## src/rtl/sysreg_redirect_pkg.sv

```systemverilog
package sysreg_redirect_pkg;

  typedef enum logic [1:0] {
    ACC_DIRECT   = 2'd0,
    ACC_REDIRECT = 2'd1,
    ACC_TRAP     = 2'd2,
    ACC_UNDEF    = 2'd3
  } accKind_e;

  // Strobes from control to datapath
  typedef struct packed {
    logic regWrite;   // update base register
    logic rspDirect;  // return base register to requester
    logic memLaunch;  // capture address and store data
    logic rspMem;     // return memory data to requester
  } dpStrobe_t;

  // Redirect is examined before trap
  function automatic accKind_e classifyAccess(input logic [1:0] lvl,
                                              input logic hyp,
                                              input logic nv,
                                              input logic nv2);
    accKind_e k;
    if (lvl == 2'd0)                 k = ACC_UNDEF;
    else if (lvl != 2'd1)            k = ACC_DIRECT;
    else if (hyp && nv && nv2)       k = ACC_REDIRECT;
    else if (hyp && nv)              k = ACC_TRAP;
    else                             k = ACC_UNDEF;
    return k;
  endfunction

endpackage

```

## src/rtl/sysreg_redirect_ctrl.sv

```systemverilog
module sysreg_redirect_ctrl
  import sysreg_redirect_pkg::*;
#(
  parameter int unsigned CLASS_W    = 6,
  parameter logic [CLASS_W-1:0] TRAP_CODE = 6'h18
) (
  input  logic               clk,
  input  logic               rstN,
  input  logic               reqValid,
  input  logic               reqWrite,
  input  logic [1:0]         reqLevel,
  input  logic               hypEnable,
  input  logic               nvBit,
  input  logic               nv2Bit,
  input  logic               memAck,
  output dpStrobe_t          strobe,
  output logic               memPending,
  output logic               memIsWrite,
  output logic               stDirect,
  output logic               stRedirect,
  output logic               stTrap,
  output logic               stUndef,
  output logic [CLASS_W-1:0] stClass
);

  logic     accept;
  logic     memDone;
  accKind_e kind;

  always_comb begin
    accept  = reqValid && !memPending;
    kind    = classifyAccess(reqLevel, hypEnable, nvBit, nv2Bit);
    memDone = memPending && memAck;

    strobe.regWrite  = accept && (kind == ACC_DIRECT) && reqWrite;
    strobe.rspDirect = accept && (kind == ACC_DIRECT) && !reqWrite;
    strobe.memLaunch = accept && (kind == ACC_REDIRECT);
    strobe.rspMem    = memDone && !memIsWrite;
  end

  always_ff @(posedge clk or negedge rstN) begin
    if (!rstN) begin
      memPending <= 1'b0;
      memIsWrite <= 1'b0;
    end else if (strobe.memLaunch) begin
      memPending <= 1'b1;
      memIsWrite <= reqWrite;
    end else if (memDone) begin
      memPending <= 1'b0;
      memIsWrite <= 1'b0;
    end
  end

  always_ff @(posedge clk or negedge rstN) begin
    if (!rstN) begin
      stDirect   <= 1'b0;
      stRedirect <= 1'b0;
      stTrap     <= 1'b0;
      stUndef    <= 1'b0;
      stClass    <= '0;
    end else begin
      stDirect   <= accept && (kind == ACC_DIRECT);
      stRedirect <= accept && (kind == ACC_REDIRECT);
      stTrap     <= accept && (kind == ACC_TRAP);
      stUndef    <= accept && (kind == ACC_UNDEF);
      stClass    <= (accept && (kind == ACC_TRAP)) ? TRAP_CODE : '0;
    end
  end

endmodule

```

## src/rtl/sysreg_redirect_dp.sv

```systemverilog
module sysreg_redirect_dp
  import sysreg_redirect_pkg::*;
#(
  parameter int unsigned DATA_W   = 64,
  parameter int unsigned LOW_W    = 12,
  parameter int unsigned WIDE_TOP = 52,
  parameter int unsigned NARR_TOP = 48,
  parameter logic [LOW_W-1:0] SLOT_OFFSET = 12'h0B0
) (
  input  logic              clk,
  input  logic              rstN,
  input  dpStrobe_t         strobe,
  input  logic [DATA_W-1:0] reqWdata,
  input  logic              wideVa,
  input  logic [DATA_W-1:0] memRdata,
  output logic [DATA_W-1:0] memAddr,
  output logic [DATA_W-1:0] memWdata,
  output logic              rspValid,
  output logic [DATA_W-1:0] rspRdata
);

  localparam logic [DATA_W-1:0] LOW_MASK = DATA_W'((64'd1 << LOW_W) - 64'd1);

  logic [DATA_W-1:0] baseReg;
  logic [DATA_W-1:0] effAddr;

  // Sign-extend from the selected top bit; stored bits stay raw
  always_comb begin
    for (int i = 0; i < DATA_W; i++) begin
      if (i < LOW_W)
        effAddr[i] = SLOT_OFFSET[i];
      else if (wideVa)
        effAddr[i] = (i <= WIDE_TOP) ? baseReg[i] : baseReg[WIDE_TOP];
      else
        effAddr[i] = (i <= NARR_TOP) ? baseReg[i] : baseReg[NARR_TOP];
    end
  end

  always_ff @(posedge clk or negedge rstN) begin
    if (!rstN)
      baseReg <= '0;
    else if (strobe.regWrite)
      baseReg <= reqWdata & ~LOW_MASK;
  end

  always_ff @(posedge clk or negedge rstN) begin
    if (!rstN) begin
      memAddr  <= '0;
      memWdata <= '0;
    end else if (strobe.memLaunch) begin
      memAddr  <= effAddr;
      memWdata <= reqWdata;
    end
  end

  always_ff @(posedge clk or negedge rstN) begin
    if (!rstN) begin
      rspValid <= 1'b0;
      rspRdata <= '0;
    end else begin
      rspValid <= strobe.rspDirect || strobe.rspMem;
      if (strobe.rspDirect)
        rspRdata <= baseReg;
      else if (strobe.rspMem)
        rspRdata <= memRdata;
    end
  end

endmodule

```

## src/rtl/sysreg_redirect.sv

```systemverilog
module sysreg_redirect
  import sysreg_redirect_pkg::*;
#(
  parameter int unsigned DATA_W  = 64,
  parameter int unsigned CLASS_W = 6
) (
  input  logic               clk,
  input  logic               rstN,
  input  logic               reqValid,
  input  logic               reqWrite,
  input  logic [1:0]         reqLevel,
  input  logic [DATA_W-1:0]  reqWdata,
  input  logic               hypEnable,
  input  logic               nvBit,
  input  logic               nv2Bit,
  input  logic               wideVa,
  output logic               memReqValid,
  output logic               memReqWrite,
  output logic [DATA_W-1:0]  memAddr,
  output logic [DATA_W-1:0]  memWdata,
  input  logic               memAck,
  input  logic [DATA_W-1:0]  memRdata,
  output logic               rspValid,
  output logic [DATA_W-1:0]  rspRdata,
  output logic               outDirect,
  output logic               outRedirect,
  output logic               outTrap,
  output logic               outUndef,
  output logic [CLASS_W-1:0] trapClass
);

  dpStrobe_t strobe;

  sysreg_redirect_ctrl #(.CLASS_W(CLASS_W)) u_ctrl (
    .clk(clk), .rstN(rstN),
    .reqValid(reqValid), .reqWrite(reqWrite), .reqLevel(reqLevel),
    .hypEnable(hypEnable), .nvBit(nvBit), .nv2Bit(nv2Bit),
    .memAck(memAck), .strobe(strobe),
    .memPending(memReqValid), .memIsWrite(memReqWrite),
    .stDirect(outDirect), .stRedirect(outRedirect),
    .stTrap(outTrap), .stUndef(outUndef), .stClass(trapClass)
  );

  sysreg_redirect_dp #(.DATA_W(DATA_W)) u_dp (
    .clk(clk), .rstN(rstN), .strobe(strobe),
    .reqWdata(reqWdata), .wideVa(wideVa), .memRdata(memRdata),
    .memAddr(memAddr), .memWdata(memWdata),
    .rspValid(rspValid), .rspRdata(rspRdata)
  );

endmodule

```

## config.mk

```make
export PLATFORM = sky130hd
export DESIGN_NAME = sysreg_redirect
export DESIGN_NICKNAME = d
export VERILOG_FILES = /design/src/rtl/sysreg_redirect_pkg.sv /design/src/rtl/sysreg_redirect_ctrl.sv /design/src/rtl/sysreg_redirect_dp.sv /design/src/rtl/sysreg_redirect.sv
export SDC_FILE = /design/constraint.sdc
export NUM_CORES = 1
export LEC_CHECK = 0
export BUFFER_PORTS_ARGS = -buffer_cell sky130_fd_sc_hd__buf_2
export CORE_ASPECT_RATIO = 2
export CORE_MARGIN = 4
export CORE_UTILIZATION = 44
export DETAILED_ROUTE_END_ITERATION = 7
export PLACE_DENSITY = 0.76
export SLEW_MARGIN = 10
export SYNTH_ARGS = -nofsm -noshare
export SYNTH_HDL_FRONTEND = slang
export SYNTH_SLANG_ARGS = --single-unit
export TNS_END_PERCENT = 100
```

## constraint.sdc

```tcl
create_clock -name clk -period 1.9 [get_ports clk]
set_input_delay 0.19 -clock clk [delete_from_list [all_inputs] [get_ports clk]]
set_output_delay 0.19 -clock clk [all_outputs]
set_load 0.005 [all_outputs]
```

==> reports/metrics.yaml, run 1 <==
vdd_drop_max_v: 0.000845
pin_count: 344
period_share_pct: 95.3
grt_max_degree: 66
whs_ns: 0.0809
ant_nets: 0
maxCapViolations: 0
finalSetupViolations: 0
worstSetupPathType: "reg2reg"
synthCells: 730
antenna_found_initial: 1
reg2reg_from: "u_ctrl.memPending"
areaGrowthSynthToFinish_pct: 42.5
tightest_slew_ns: 0.543
final_max_slew_viol_count: 0
yosysWarningCount: 0
cp-end-kind: "flop"
start_kind: "flop"
worstPathMaxFanout: 41
routed_wl_um: 27900
wl_per_cell_um: 19.1
power.density_mw_per_mm2: 1020
cts_buffers: 19
cts_sinks: 229
finalHoldViolations: 0
min_from: "wideVa"
hpwlAfterDp_um: 17600
core_area_mm2: 0.0205
ys_ff_latch: 229
arrival_ns: 2.20
drt_iter0_markers: 334
fin_crit_ns: 1.81
clockRootBuffer: "clkbuf_16"
fmax_ghz: 0.552
relSlewSlack_pct: 63.8
post-cts-setup-buffers: 0
p_leak_uw: 0.00670
synth_area_mm2: 0.00917
die_x_um: 110
initial_core_util_pct: 44.8
status: "finished clean"
r2r_end: "u_dp.memWdata[61]"
power.share.clock_pct: 29.0
p_sw_uw: 3610
num_vias: 7530
die-area_mm2: 0.0234
syn_area_per_cell_um2: 12.6
drive_above_1_share_pct: 45.7
power_report.internal_total_uw: 9660
drc: 0
port_buffers: 330
gp_congestion: 0.810
yosysUniqueCellTypes: 26
first_pass_iters: 7
holdPathEnd: "u_dp.memAddr[50]"
rsz0062_at_grt: "false"
first_global_vias: 7989
post_cts_resized: 0
row_count: 74
grt_overflow: 0
track_usage_pct: 23.5
required_ns: 2.29
tns_ns: 0
hold_path_class: "in2reg"
fin_nets: 1315
fillers: 1472
pwr-share-seq_pct: 49.2
rr_worst_depth: 4
r2r_slack_ns: 0.09
insertion_delay_ns: 0.50
clkTransAtPathRegs_ns: 0.07
die_y_um: 212
swShare_pct: 27.2
p_comb_share_pct: 21.7
cts_max_path_buffers: 3
htreeDepth: 1
cts_tree: "yes"
grt_pass1_wl_um: 42500
min_path_cells: 4
via_per_inst: 5.17
ys_seq_area_share_pct: 62.5
skew_ns: 0.0205
kinds of logic after synthesis:
family	count (synthesis)	synth area share [%]
buf+inv	74	4.54
mux	158	19.7
other cells	1	0.0409
flops	229	62.5
compound gates	66	4.34
simple gates	202	8.88
synth_stat cells:
cell	n	area (um2)
a21oi_1	12	60.1
nand2b_1	2	12.5
and3b_1	2	17.5
buf_1	13	48.8
inv_1	2	7.51
nand3_1	1	5.00
nand2b_4	1	13.8
nand3b_1	1	7.51
dfrtp_1	229	5730
nor2_1	52	195
nand4bb_1	1	11.3
mux2_4	7	105
buf_6	3	33.8
nand2_1	138	518
o21ai_0	1	5.00
nor3b_1	1	7.51
or4b_4	1	13.8
buf_2	9	45.0
nor2b_1	1	6.26
mux2_2	151	1700
conb_1	1	3.75
clkbuf_1	19	71.3
nor4_1	1	6.26
a31oi_1	52	325
a21boi_0	1	7.51
buf_4	28	210
cell usage in the layout (no fill, tap or decap), types with 2 or more instances in the layout:
cell and n:
buf_2 329, dfrtp_1 229, mux2_2 151, nand2_1 137
dlygate4sd3_1 135, nor2_1 52, a31oi_1 52, clkbuf_16 19
conb_1 13, a21oi_1 12, buf_4 10, buf_12 10
mux2_4 7, clkbuf_8 7, clkbuf_1 4, clkinv_2 3
diode_2 2, inv_1 2, nand2b_1 2
power groups by stage:
stage               sequential (uW)  combinational (uW)  clock (uW)
global route                   6650                3150        4130
floorplan                      6580                1160           0
detailed placement             6590                2630           0
finish                         6530                2880        3850
global placement               6550                2550           0
CTS                            6510                2860        3970
worst max-delay path: stages (launching register included):
cell and delay (ns):
dfrtp_1 0.37, nand2b_4 0.15, or4b_4 0.58, buf_12 0.20
mux2_4 0.34
state kept, by name, indices dropped and copies added (netlist names):
register and flops:
u_dp.memWdata 64, u_ctrl.stClass 1, u_ctrl.stDirect 1, u_ctrl.stRedirect 1
u_ctrl.memPending 1, u_dp.baseReg 52, u_ctrl.stUndef 1, u_dp.memAddr 42
u_dp.rspRdata 64, u_ctrl.memIsWrite 1, u_dp.rspValid 1
area by class of cell:
cell class	count	area (um2)	share of cell area (%)
sequential	229	5730	43.9
timing repair buffer	485	3290	25.2
multi-input combinational	439	3090	23.6
clock buffer	30	587	4.49
tap	266	333	2.55
clock inverter	4	23.8	0.182
inverter	2	7.51	0.0575
antenna	2	5.00	0.0383
repair_timing:
action                     in CTS  in global routing
hold buffers                  135                  0
setup endpoints to repair       0                  0
hold endpoints to repair      241                  0
per-layer routing:
layer  vias to the layer above  part of all wire [%]  global-route usage, %
li1                       3345                     -                      -
met1                      3710                    34                   25.4
met2                       354                    53                   40.8
met3                       119                   7.1                   4.92
met4                         2                   6.0                   14.7
met5                         -                 0.025                      0
per-stage QoR:
stage	utilization [%]	power, uW	setup WS [ns]	instances	area, um2
after floorplan	-	7740	0.000792	742	9220
after global placement	54.2	9090	0.148	1286	11100
after detailed placement	54.2	9220	0.129	1286	11100
after CTS	63.8	13300	0.114	1455	13100
after global routing	63.8	13900	0.0570	1455	13100
final	63.8	13300	0.0889	1457	13100
worst max path at each step:
stage                 startpoint                end  slack [ns]  cells past startpoint
6_report       u_ctrl.memPending  u_dp.memWdata[61]        0.09                      4
2_1_floorplan  u_ctrl.memPending  u_dp.memWdata[56]      0.0008                      6
5_1_grt        u_ctrl.memPending  u_dp.memWdata[61]        0.06                      4
3_5_place_dp   u_ctrl.memPending  u_dp.memWdata[56]        0.13                      4
3_3_place_gp   u_ctrl.memPending  u_dp.memWdata[57]        0.15                      4
4_1_cts        u_ctrl.memPending  u_dp.memWdata[56]        0.11                      4
Note: power is estimated with default switching activity, not from simulation.
==> run 2, diff against run 1 <==
MAX_ROUTING_LAYER = met4   (was unset)
==> reports/metrics.yaml, run 2 (synthesis gave the netlist of run 1 again) <==
power.share.clock_pct: 29.0  # about the same
initial_core_util_pct: 44.8  # unchanged
fin_area_mm2: 0.0131  # unchanged
cts_max_path_buffers: 3  # unchanged
fin_crit_ns: 1.81  # -0.00477 ns
final_core_util_pct: 63.8  # unchanged
placed_cell_area_mm2: 0.0111  # unchanged
relSlewSlack_pct: 63.6  # -0.18 points
final_common_cell: "buf_2"
whs_ns: 0.0818  # +0.000918 ns
die_x_um: 110  # unchanged
wl_met1_um: 9540  # +0.36%
route.met3.wl_um: 1820  # -7.7%
power.density_mw_per_mm2: 1020  # about the same
rsz0062_at_grt: "false"
clkTransAtPathRegs_ns: 0.07  # about the same
finalSetupViolations: 0  # unchanged
first_global_vias: 8003  # +0.18%
fmax_ghz: 0.554  # +0.26%
maxCapViolations: 0  # unchanged
num_vias: 7494  # -0.48%
fin_nets: 1315  # unchanged
cts_tree: "yes"
drc: 0  # unchanged
cts_sinks: 229  # unchanged
period_share_pct: 95.1  # -0.25 points
hpwlAfterDp_um: 17600  # unchanged
grt_pass1_wl_um: 42400  # -0.16%
grt_max_degree: 66  # unchanged
pin_count: 344  # unchanged
worstPathMaxFanout: 41  # unchanged
track_usage_pct: 24.2  # +0.69 points
htreeDepth: 1  # unchanged
drt_iter0_markers: 338  # +1.2%
critPathBufInv: 1  # unchanged
die-area_mm2: 0.0234  # unchanged
reg.largest.list: "u_dp.memWdata: 64 flops, u_dp.rspRdata: 64 flops, u_dp.baseReg: 52 flops"
dr_wl_met2_um: 14700  # unchanged
tightest_slew_ns: 0.546  # +0.00265 ns
via_per_inst: 5.14  # -0.48%
pwr-share-seq_pct: 49.2  # about the same
post_cts_resized: 0  # unchanged
fillers: 1472  # unchanged
gp_congestion: 0.822  # +1.5%
clockRootBuffer: "clkbuf_16"
wl_per_cell_um: 19.1  # -0.28%
core_area_mm2: 0.0205  # unchanged
status: "finished clean"
ant_nets: 0  # unchanged
row_count: 74  # unchanged
cp-end-kind: "flop"
routed_wl_um: 27800  # -0.28%
power_report.internal_total_uw: 9660  # about the same
grt_overflow: 0  # unchanged
required_ns: 2.29  # about the same
cp_top_family: "simple AND/OR/NAND/NOR gates"
p_comb_share_pct: 21.7  # about the same
p_leak_uw: 0.00670  # unchanged
vdd_drop_max_v: 0.000844  # about the same
cts_buffers: 19  # unchanged
skew_ns: 0.0187  # -0.00182 ns
first_pass_iters: 6  # -1
cp_slowest_cell: "or4b_4"
hold_path_class: "in2reg"
finalHoldViolations: 0  # unchanged
worstPathCellList: "nand2b_4, or4b_4, buf_12, mux2_4"
tns_ns: 0  # unchanged
die_y_um: 212  # unchanged
arrival_ns: 2.19  # about the same
areaGrowthSynthToFinish_pct: 42.5  # unchanged
insertion_delay_ns: 0.50  # about the same
start_kind: "flop"
routed.top_layer: "met4"
cp_slowest_stage_delay_ns: 0.58  # about the same
layout_common_cells: "329 x buf_2, 229 x dfrtp_1, 151 x mux2_2"
p_total_uw: 13300  # about the same
port_buffers: 330  # unchanged
drive_above_1_share_pct: 45.7  # unchanged
final_max_slew_viol_count: 0  # unchanged
antenna_found_initial: 1  # unchanged
p_sw_uw: 3610  # about the same
swShare_pct: 27.2  # about the same
worstSetupPathType: "reg2reg"
## run 2: cell counts in the layout (fill, tap and decap cells not counted)
No cell type changed its count.
## run 2: cell type report
cell class | count | area, um2 | share of cell area (%)
flip-flops and latches | 229 | 5730 | 43.9
repair buffers | 485 | 3290 | 25.2
multi-input cells | 439 | 3090 | 23.6
clock buffers | 30 | 587 | 4.49
well taps | 266 | 333 | 2.55
clock inverters | 4 | 23.8 | 0.182
inverters | 2 | 7.51 | 0.0575
diodes | 2 | 5.00 | 0.0383
## run 2: power by group through the flow
stage	Sequential [uW]	Clock, uW	Combinational (uW)
2_1_floorplan	6580	0	1160
3_3_place_gp	6550	0	2550
3_5_place_dp	6590	0	2630
4_1_cts	6510	3970	2860
5_1_grt	6650	4130	3150
6_report	6530	3850	2880
## run 2: layer usage
layer | global-route usage (%) | up-vias
li1 | - | 3346
met1 | 25.5 | 3679
met2 | 40.9 | 350
met3 | 4.53 | 119
met4 | 14.9 | 0
met5 | - | -
## run 2: worst reg2reg max path, delay by kind of cell (launching register included)
| kind | cells | cell delay, ns |
|---|---|---|
| simple gates | 2 | 0.73 |
| mux | 1 | 0.39 |
| flops | 1 | 0.38 |
| buf+inv | 1 | 0.21 |
## run 2: repair_timing
action	CTS	global route
hold buffers	135	0
buffers inserted	0	0
endpoints found under the hold margin	241	0
## run 2: final timing paths
| check | from | end | slack, ns | depth (start not counted) |
|---|---|---|---|---|
| min in group asynchronous | rstN | u_dp.memWdata[42] | 0.24 | 2 |
| worst max-delay path | u_ctrl.memPending | u_dp.memWdata[61] | 0.09 | 4 |
| worst min-delay path | reqValid | u_ctrl.stDirect | 0.08 | 2 |
| max in group asynchronous | rstN | u_dp.baseReg[57] | 1.01 | 3 |
| worst max register to register | u_ctrl.memPending | u_dp.memWdata[61] | 0.09 | 4 |
| worst min register to register | u_dp.memWdata[45] | u_dp.memWdata[45] | 0.50 | 1 |
## run 2: through the flow
stage,cells,setup slack [ns]
floorplan,742,0.000792
global placement,1286,0.148
detailed placement,1286,0.129
CTS,1455,0.114
global route,1456,0.0562
finish,1457,0.0936
==> run 3, diff against run 2 <==
PLACE_DENSITY = 0.8   (was 0.76)
RECOVER_POWER = 25   (was unset)
SLEW_MARGIN = unset   (was 10)
==> reports/metrics.yaml, run 3 (synthesis gave the netlist of run 1 again) <==
status: "finished clean"
cp-end-kind: "flop"
fillers: 1439  # -2.2%
initial_core_util_pct: 44.8  # unchanged
cts_max_path_buffers: 3  # unchanged
arrival_ns: 2.20  # about the same
tightest_slew_ns: 0.946  # +0.400 ns
rr_worst_depth: 4  # unchanged
min_path_cells: 4  # +2
cp_slowest_stage_delay_ns: 0.58  # about the same
cp_slowest_cell: "or4b_4"
fin_ws_ns: 0.0820  # -0.0117 ns
die_y_um: 212  # unchanged
hold_path_class: "in2reg"
cts_sinks: 229  # unchanged
placed_cell_area_mm2: 0.0111  # +0.47%
maxCapViolations: 0  # unchanged
relSlewSlack_pct: 36.9  # -27 points
post-place-cells: 1293  # +0.54%
cts_tree: "yes"
period_share_pct: 95.7  # +0.61 points
grt_max_degree: 70  # +6.1%
insertion_delay_ns: 0.50  # about the same
die_x_um: 110  # unchanged
critPathBufInv: 1  # unchanged
fin_area_mm2: 0.0132  # +0.88%
fin_nets: 1323  # +0.61%
rsz0062_at_grt: "false"
drc: 0  # unchanged
areaGrowthSynthToFinish_pct: 43.7
gp_congestion: 0.844  # +2.7%
p_leak_uw: 0.00674  # +0.73%
fin_cells: 1467  # +0.69%
fmax_ghz: 0.550  # -0.64%
start_kind: "flop"
dpl_worst_slack_ns: 0.107  # -0.0211 ns
multi_input_area_mm2: 0.00309  # unchanged
finalHoldViolations: 0  # unchanged
worstPathCellList: "nand2b_4, or4b_4, buf_12, mux2_4"
grt_overflow: 0  # unchanged
cp_top_family: "simple AND/OR/NAND/NOR gates"
fin_crit_ns: 1.82  # +0.0117 ns
clockRootBuffer: "clkbuf_16"
regArea_mm2: 0.00573  # unchanged
cts_buffers: 20  # +1
crit_cells: 4  # unchanged
vdd_drop_max_v: 0.000839  # -0.61%
final_common_cell: "buf_2"
finalSetupViolations: 0  # unchanged
ant_nets: 0  # unchanged
first_global_vias: 8154  # +1.9%
grt_pass1_wl_um: 42600  # +0.44%
drt_iter0_markers: 408  # +21%
post_cts_resized: 0  # unchanged
wl_per_cell_um: 19.3  # +1.0%
clkTransAtPathRegs_ns: 0.07  # about the same
htreeDepth: 1  # unchanged
final_core_util_pct: 64.4  # +0.56 points
core_area_mm2: 0.0205  # unchanged
worstPathMaxFanout: 43  # +4.9%
port_buffers: 330  # unchanged
num_vias: 7543  # +0.65%
drive_above_1_share_pct: 45.5  # -0.18 points
via_per_inst: 5.14  # about the same
layout_common_cells: "329 x buf_2, 229 x dfrtp_1, 151 x mux2_2"
power.density_mw_per_mm2: 1050  # +2.9%
antenna_found_initial: 3  # +2
final_max_slew_viol_count: 0  # unchanged
skew_ns: 0.0180  # -0.000629 ns
tns_ns: 0  # unchanged
pin_count: 344  # unchanged
required_ns: 2.29  # about the same
first_pass_iters: 5  # -1
reg.largest.list: "u_dp.memWdata: 64 flops, u_dp.rspRdata: 64 flops, u_dp.baseReg: 52 flops"
hpwlAfterDp_um: 18600  # +5.6%
routed_wl_um: 28300  # +1.7%
row_count: 74  # unchanged
track_usage_pct: 24.5  # +0.34 points
worstSetupPathType: "reg2reg"
die-area_mm2: 0.0234  # unchanged
-- run 3: area by class of cell --
type                            count  area share [%]
Sequential cell                   229            43.5
Timing Repair Buffer              492            25.1
Multi-Input combinational cell    439            23.4
Clock buffer                       31            4.80
Tap cell                          266            2.53
Clock inverter                      5           0.570
Inverter                            2          0.0570
Antenna cell                        3          0.0570
-- run 3: repair_timing --
item,CTS,global route
buffers inserted,0,0
hold buffers,135,0
endpoints found under the hold margin,235,0
-- run 3: through the flow --
stage,total power (uW),hold slack [ns]
after global routing,14400,0.114
after floorplan,7740,-0.106
final,13800,0.108
after CTS,13800,0.0805
after detailed placement,9250,0.180
after global placement,9090,0.185
-- run 3: worst paths after layout --
kind                            slack (ns)                end         startpoint
min in group asynchronous             0.42   u_dp.memAddr[35]               rstN
worst max register to register        0.08  u_dp.memWdata[62]  u_ctrl.memPending
worst max-delay path                  0.08  u_dp.memWdata[62]  u_ctrl.memPending
max in group asynchronous             0.52  u_dp.memWdata[39]               rstN
worst min register to register        0.50  u_dp.memWdata[14]  u_dp.memWdata[14]
worst min-delay path                  0.11   u_dp.memAddr[49]             wideVa
-- run 3: report_power, final --
part           switching (uW)  internal [uW]
clock network            1760           2570
registers                 624           5910
logic                    1290           1620
total                    3670          10100
-- run 3: routing by layer --
layer / track usage, % / share of wire (%) / vias up
met5: - / 0 / -
met4: 14.7 / 6.7 / 0
met3: 3.43 / 5.9 / 115
met2: 42.6 / 54 / 355
met1: 25.8 / 33 / 3715
li1: - / - / 3358
-- run 3: worst register-to-register path, stage by stage, from the launching register on --
cell and delay, ns:
dfrtp_1 0.38, nand2b_4 0.15, or4b_4 0.58, buf_12 0.21
mux2_4 0.39
